===== config.mk =====
export PLATFORM = sky130hd
export DESIGN_NAME = adc_seq_ctrl
export DESIGN_NICKNAME = d
export VERILOG_FILES = /design/src/rtl/adc_seq_ctrl.sv
export SDC_FILE = /design/constraint.sdc
export NUM_CORES = 1
export LEC_CHECK = 0
export BUFFER_PORTS_ARGS = -buffer_cell sky130_fd_sc_hd__buf_2
export CORE_MARGIN = 1.5
export CORE_UTILIZATION = 45
export DETAILED_ROUTE_END_ITERATION = 8
export PLACE_DENSITY_LB_ADDON = 0.15
export SETUP_SLACK_MARGIN = 0.15
export SLEW_MARGIN = 20
export SYNTH_ARGS = -nofsm -noshare
export SYNTH_HDL_FRONTEND = slang
export SYNTH_SLANG_ARGS = --single-unit

===== constraint.sdc =====
create_clock -name clk -period 3 [get_ports clk]
set_clock_uncertainty 0.2 [all_clocks]
set_input_delay 0.3 -clock clk [delete_from_list [all_inputs] [get_ports clk]]
set_output_delay 0.3 -clock clk [all_outputs]
set_load 0.03 [all_outputs]

===== src/rtl/adc_seq_ctrl.sv =====
module adc_seq_ctrl #(
  parameter int RW = 10
) (
  input  logic          clk,
  input  logic          rst_n,
  input  logic          reg_wr,
  input  logic [7:0]    reg_wdata,
  output logic [7:0]    reg_rdata,
  input  logic [2:0]    res_sel,
  output logic [RW-1:0] res_rdata,
  output logic [3:0]    conv_chan,
  output logic          conv_start,
  input  logic          conv_done,
  input  logic [RW-1:0] conv_data
);
  localparam int NSLOT = 8;
  localparam int IW = $clog2(NSLOT);

  logic [6:0]    ctrl;
  logic          flag, active, waiting;
  logic [IW-1:0] idx;
  logic [RW-1:0] res [NSLOT];

  wire          cnt8  = ctrl[6];
  wire          scan  = ctrl[5];
  wire          multi = ctrl[4];
  wire [IW-1:0] last  = cnt8 ? IW'(NSLOT - 1) : IW'(NSLOT / 2 - 1);
  wire          accept = waiting & conv_done & ~reg_wr;

  assign reg_rdata  = {flag, ctrl};
  assign res_rdata  = res[res_sel];
  assign conv_start = active & ~waiting;

  always_comb begin
    if (!multi)    conv_chan = ctrl[3:0];
    else if (cnt8) conv_chan = {ctrl[3], idx};
    else           conv_chan = {ctrl[3:2], idx[1:0]};
  end

  always_ff @(posedge clk) begin
    if (!rst_n) begin
      ctrl    <= '0;
      flag    <= 1'b0;
      active  <= 1'b0;
      waiting <= 1'b0;
      idx     <= '0;
    end else if (reg_wr) begin
      ctrl    <= reg_wdata[6:0];
      flag    <= 1'b0;
      active  <= 1'b1;
      waiting <= 1'b0;
      idx     <= '0;
    end else begin
      if (conv_start) waiting <= 1'b1;
      if (accept) begin
        waiting <= 1'b0;
        if (idx == last) begin
          flag <= 1'b1;
          idx  <= '0;
          if (!scan) active <= 1'b0;
        end else begin
          idx <= idx + 1'b1;
        end
      end
    end
  end

  for (genvar i = 0; i < NSLOT; i++) begin : g_slot
    always_ff @(posedge clk) begin
      if (!rst_n)                        res[i] <= '0;
      else if (accept && idx == IW'(i))  res[i] <= conv_data;
    end
  end

  AST_WR_CLEARS_FLAG: assert property (@(posedge clk) disable iff (!rst_n)
    reg_wr |=> !reg_rdata[7]);
  AST_FLAG_STICKY: assert property (@(posedge clk) disable iff (!rst_n)
    (reg_rdata[7] && !reg_wr) |=> reg_rdata[7]);
  AST_WR_RESTARTS: assert property (@(posedge clk) disable iff (!rst_n)
    reg_wr |=> conv_start);
  AST_START_PULSE: assert property (@(posedge clk) disable iff (!rst_n)
    (conv_start && !reg_wr) |=> !conv_start);
  AST_IDLE_AFTER_PASS: assert property (@(posedge clk) disable iff (!rst_n)
    (reg_rdata[7] && !reg_rdata[5] && !reg_wr) |-> !conv_start);
  AST_CHAN_HELD: assert property (@(posedge clk) disable iff (!rst_n)
    (waiting && !$past(reg_wr)) |-> $stable(conv_chan));
endmodule


==> results.md <==
- The routed wire length is 8780 microns.
- Of the total power, the share spent switching nets is 0.254.
- The critical path goes through mux4_1 > mux2_2 > buf_2.
- The proportion of synthesized area in mux cells is 0.166.
- The cell class contributing the biggest share of worst-path delay is multiplexers.
- Compared with the post-synthesis result, the final layout area differs by 14.3%.
- The total power draw is 0.00249 W.
- The largest net degree at the start of global routing is 21.
- The detailed-route vias per instance is 5.18.
- Internal power comes to 0.00186 W.
- The post-layout minimum cycle time is 2.27 ns.
- The share of synthesized area in the top cell type comes to 0.546.
- In the layout the commonest cells are and2_1, edfxtp_1, buf_2.
- By area, the combinational part of the netlist is dominated by simple AND/OR/NAND/NOR gates.
- The share of the synthesized area in compound gates (AO/OA/AOI/OAI) is 0.0199.
- The number of primary I/O pins is 48.
- Routability-driven placement finished with a final weighted congestion of 0.745.
- The number of buffers added to fix hold violations after cts is 6.
- The flow ran to the end, and the final reports show no timing, DRC or antenna violations.
- The nature of the critical path startpoint is a flop.
- The static leakage is 1.99 nW.
- The total CTS buffers is 9.
- No sink is reached through more buffers than the 2 on the longest clock path.
- The fraction of layout cells with a size suffix above 1 is 0.241.
- For this block, the initial DRC count from the detailed router was 69.
- The worst-case headroom to the max-slew limit is 0.529.
- The die outline area is 10400 sq um.
- Ranked by total cell area, the synthesized netlist is headed by edfxtp_1, mux4_1, and2_1.
- The share of total power dissipated in combinational logic is 0.101.
- The number of pins with negative max-slew slack in the final report came to 0.
- The library cell used most frequently in the layout, excluding fill and tap cells, is and2_1.
- The power dissipated by switching net loads is 0.000631 W.
- STA puts the critical path data arrival time at 1.77 ns.
- The floorplan step set the die height to 102 microns.
- The starting utilization of the core area is 0.470.
- After detailed routing, the number of remaining DRC violations is 0.
- The sequential share of power is 0.586.
- Clock tree synthesis found a total of 93 sinks.
- The number of global-route vias before repair is 2508.
- The area fraction in and, or, nand and nor cells after synthesis is 0.170.
- Fill cells in the final layout number 820.
- 0 antenna diodes ended up in the layout.
- Along the worst path, the maximum fanout reaches 1.
- After clock tree synthesis, the clock-pin slew on the worst setup and hold paths is 0.09 ns.
- The detailed-route via count is 2519.
- The number of warnings printed during yosys synthesis is 0.
- For this run, the top clock speed supported by timing is 0.441 GHz.
- Counting flops and latches in the post-synthesis netlist gives 93.
- The final standard cell utilization of the core is 0.537.
- The number of nets still failing antenna checks after routing is 0.
- The overall overflow remaining after global route is 0.
- The count of mapped cells out of synthesis is 294.
- The net count after synthesis is 325.
- Together, buffers and inverters on the worst path number 1.
- The floorplan step set the die width to 102 microns.
- The clock insertion delay at the later pin of the skew report is 0.35 ns.
- The reported max-cap violation count is 0.
- The power density normalized to cell area is 494 nW/um^2.
- On the worst path, the slowest cell contributes a delay of 0.57 ns.
- The average detailed-routed wire length per instance is 18.1 microns.
- Setup repair after global routing left no endpoint under its margin.
- CTS placed an instance of clkbuf_8 at the clock tree root.
- The first detailed-routing pass ran for 4 iterations.
- The type of destination of the critical path is an output pin.
- For the pin with the worst max-slew slack, the measured transition is 0.703 ns.
- In this run the cell area of the synthesized design comes to 4400 sq um.
- The number of antenna violations at the first check in global routing came to 0.
- The area of the placeable core is 9370 sq um.
- The HPWL after detailed placement is 5560 microns.
- The class of the tightest hold or removal check is in2reg.
- The adder-cell area share of the yosys netlist is 0.0171.
- Of the total synthesized cell area, the portion taken by XOR and XNOR cells is 0.00199.
- The setup path with the least slack is of type reg2out.
- The share of the cycle needed by the critical path after routing is 0.755.
- After clock tree synthesis, the setup repair step added 0 buffers.
- The quantity of I/O buffers inserted on ports is 46.
- Of all cell types, the one taking the most synthesized area is edfxtp_1.
- The number of nets in the layout is 383.
- The clock share of power is 0.314.
- The required time of the critical path is 2.50 ns.
- Once the clock tree was built, the resizer swapped 0 gates to a different size.
- The number of rows created at floorplan is 35.
- The H-tree generated during clock tree synthesis spans 3 levels.
- The sequential-to-total area share from yosys stat is 0.605.
- TritonCTS built the clock tree.
- The slowest stage cell on the critical path is mux4_1.
- The worst IR drop on VDD is 0.244 mV.
- The total count of hold-check failures in the final report is 0.
- In the final timing run, aggregate negative setup slack is 0 ns.
- The number of setup violations in the final report is 0.
- The netlist uses 27 different library cells.
- The global-route usage over all layers is 0.179.
- The global-route wire length before repair is 13400 microns.
- The mean cell area of the mapped netlist is 15.0 sq um.
==> cell type report <==
cell class	instances	area, sq um	share of cell area
flip-flops and latches	93	2660	0.529
multi-input cells	184	1650	0.328
repair buffers	60	363	0.0721
well taps	129	161	0.0321
clock buffers	9	124	0.0246
clock inverters	7	58.8	0.0117
inverters	4	15.0	0.00298
==> stage by stage <==
stage,worst slack (ns),cells,hold WS (ns),area (sq um)
final,0.734,486,0.00929,5030
after global routing,0.674,486,0.0430,5030
after CTS,0.704,486,0.00345,5030
after detailed placement,0.780,464,0.249,4790
after global placement,0.786,464,0.245,4790
after floorplan,0.832,294,0.226,4400
==> power by group through the flow <==
stage / clock [W] / combinational [W] / sequential, W
2_1_floorplan: 0 / 0.000150 / 0.00149
4_1_cts: 0.000801 / 0.000254 / 0.00146
3_5_place_dp: 0 / 0.000248 / 0.00149
5_1_grt: 0.000856 / 0.000268 / 0.00146
3_3_place_gp: 0 / 0.000245 / 0.00148
6_report: 0.000780 / 0.000250 / 0.00146
==> synth_stat cells <==
cell type	count
and2_1	81
edfxtp_1	80
mux4_1	20
dfxtp_1	13
mux2_2	12
o21ai_0	11
nand2_1	10
nor2b_1	10
mux2i_1	7
nand3_1	7
ha_1	6
nor3_2	5
buf_2	4
clkbuf_1	4
inv_1	4
nand2b_1	4
a21oi_1	2
buf_4	2
buf_6	2
nor2_1	2
o31ai_1	2
a21boi_0	1
and4_1	1
buf_1	1
nand4b_1	1
nor3_1	1
xnor2_1	1
==> worst reg2reg max path, cell delays in order, from the launching register on <==
cell and delay, ns:
dfxtp_1 0.45, ha_1 0.26, ha_1 0.17, nand2b_1 0.07, nor3_2 0.51, and2_1 0.21
==> worst paths after layout <==
kind | start | to | slack, ns | cells past startpoint
worst max register to register | idx[0]$_SDFFE_PP0P_ | res[3][9]$_SDFFCE_PN0P_ | 1.01 | 5
worst min-delay path | reg_wdata[0] | ctrl[0]$_SDFFE_PN0P_ | 0.009 | 3
worst max-delay path | res[2][7]$_SDFFCE_PN0P_ | res_rdata[7] | 0.73 | 3
worst min register to register | flag$_SDFFE_PP0P_ | flag$_SDFFE_PP0P_ | 0.28 | 2
==> kinds of logic after synthesis <==
family	count (synthesis)
AND/OR/NAND/NOR	122
multiplexers	39
buffers and inverters	17
flip-flops	93
AO/OA/AOI/OAI	16
adder cells (fa/ha/maj)	6
XOR/XNOR	1
==> state kept, by name, summed over array words and instances, names as in the netlist <==
register / count
res: 80
flag: 1
active: 1
idx: 3
waiting: 1
ctrl: 7
==> layer usage <==
| metal | track usage | part of all wire |
|---|---|---|
| met2 | 0.319 | 0.52 |
| met1 | 0.220 | 0.43 |
| met3 | 0.0410 | 0.044 |
| met4 | 0.0464 | 0.011 |
| met5 | 0 | 0 |
Power figures use the tool's default switching activity.
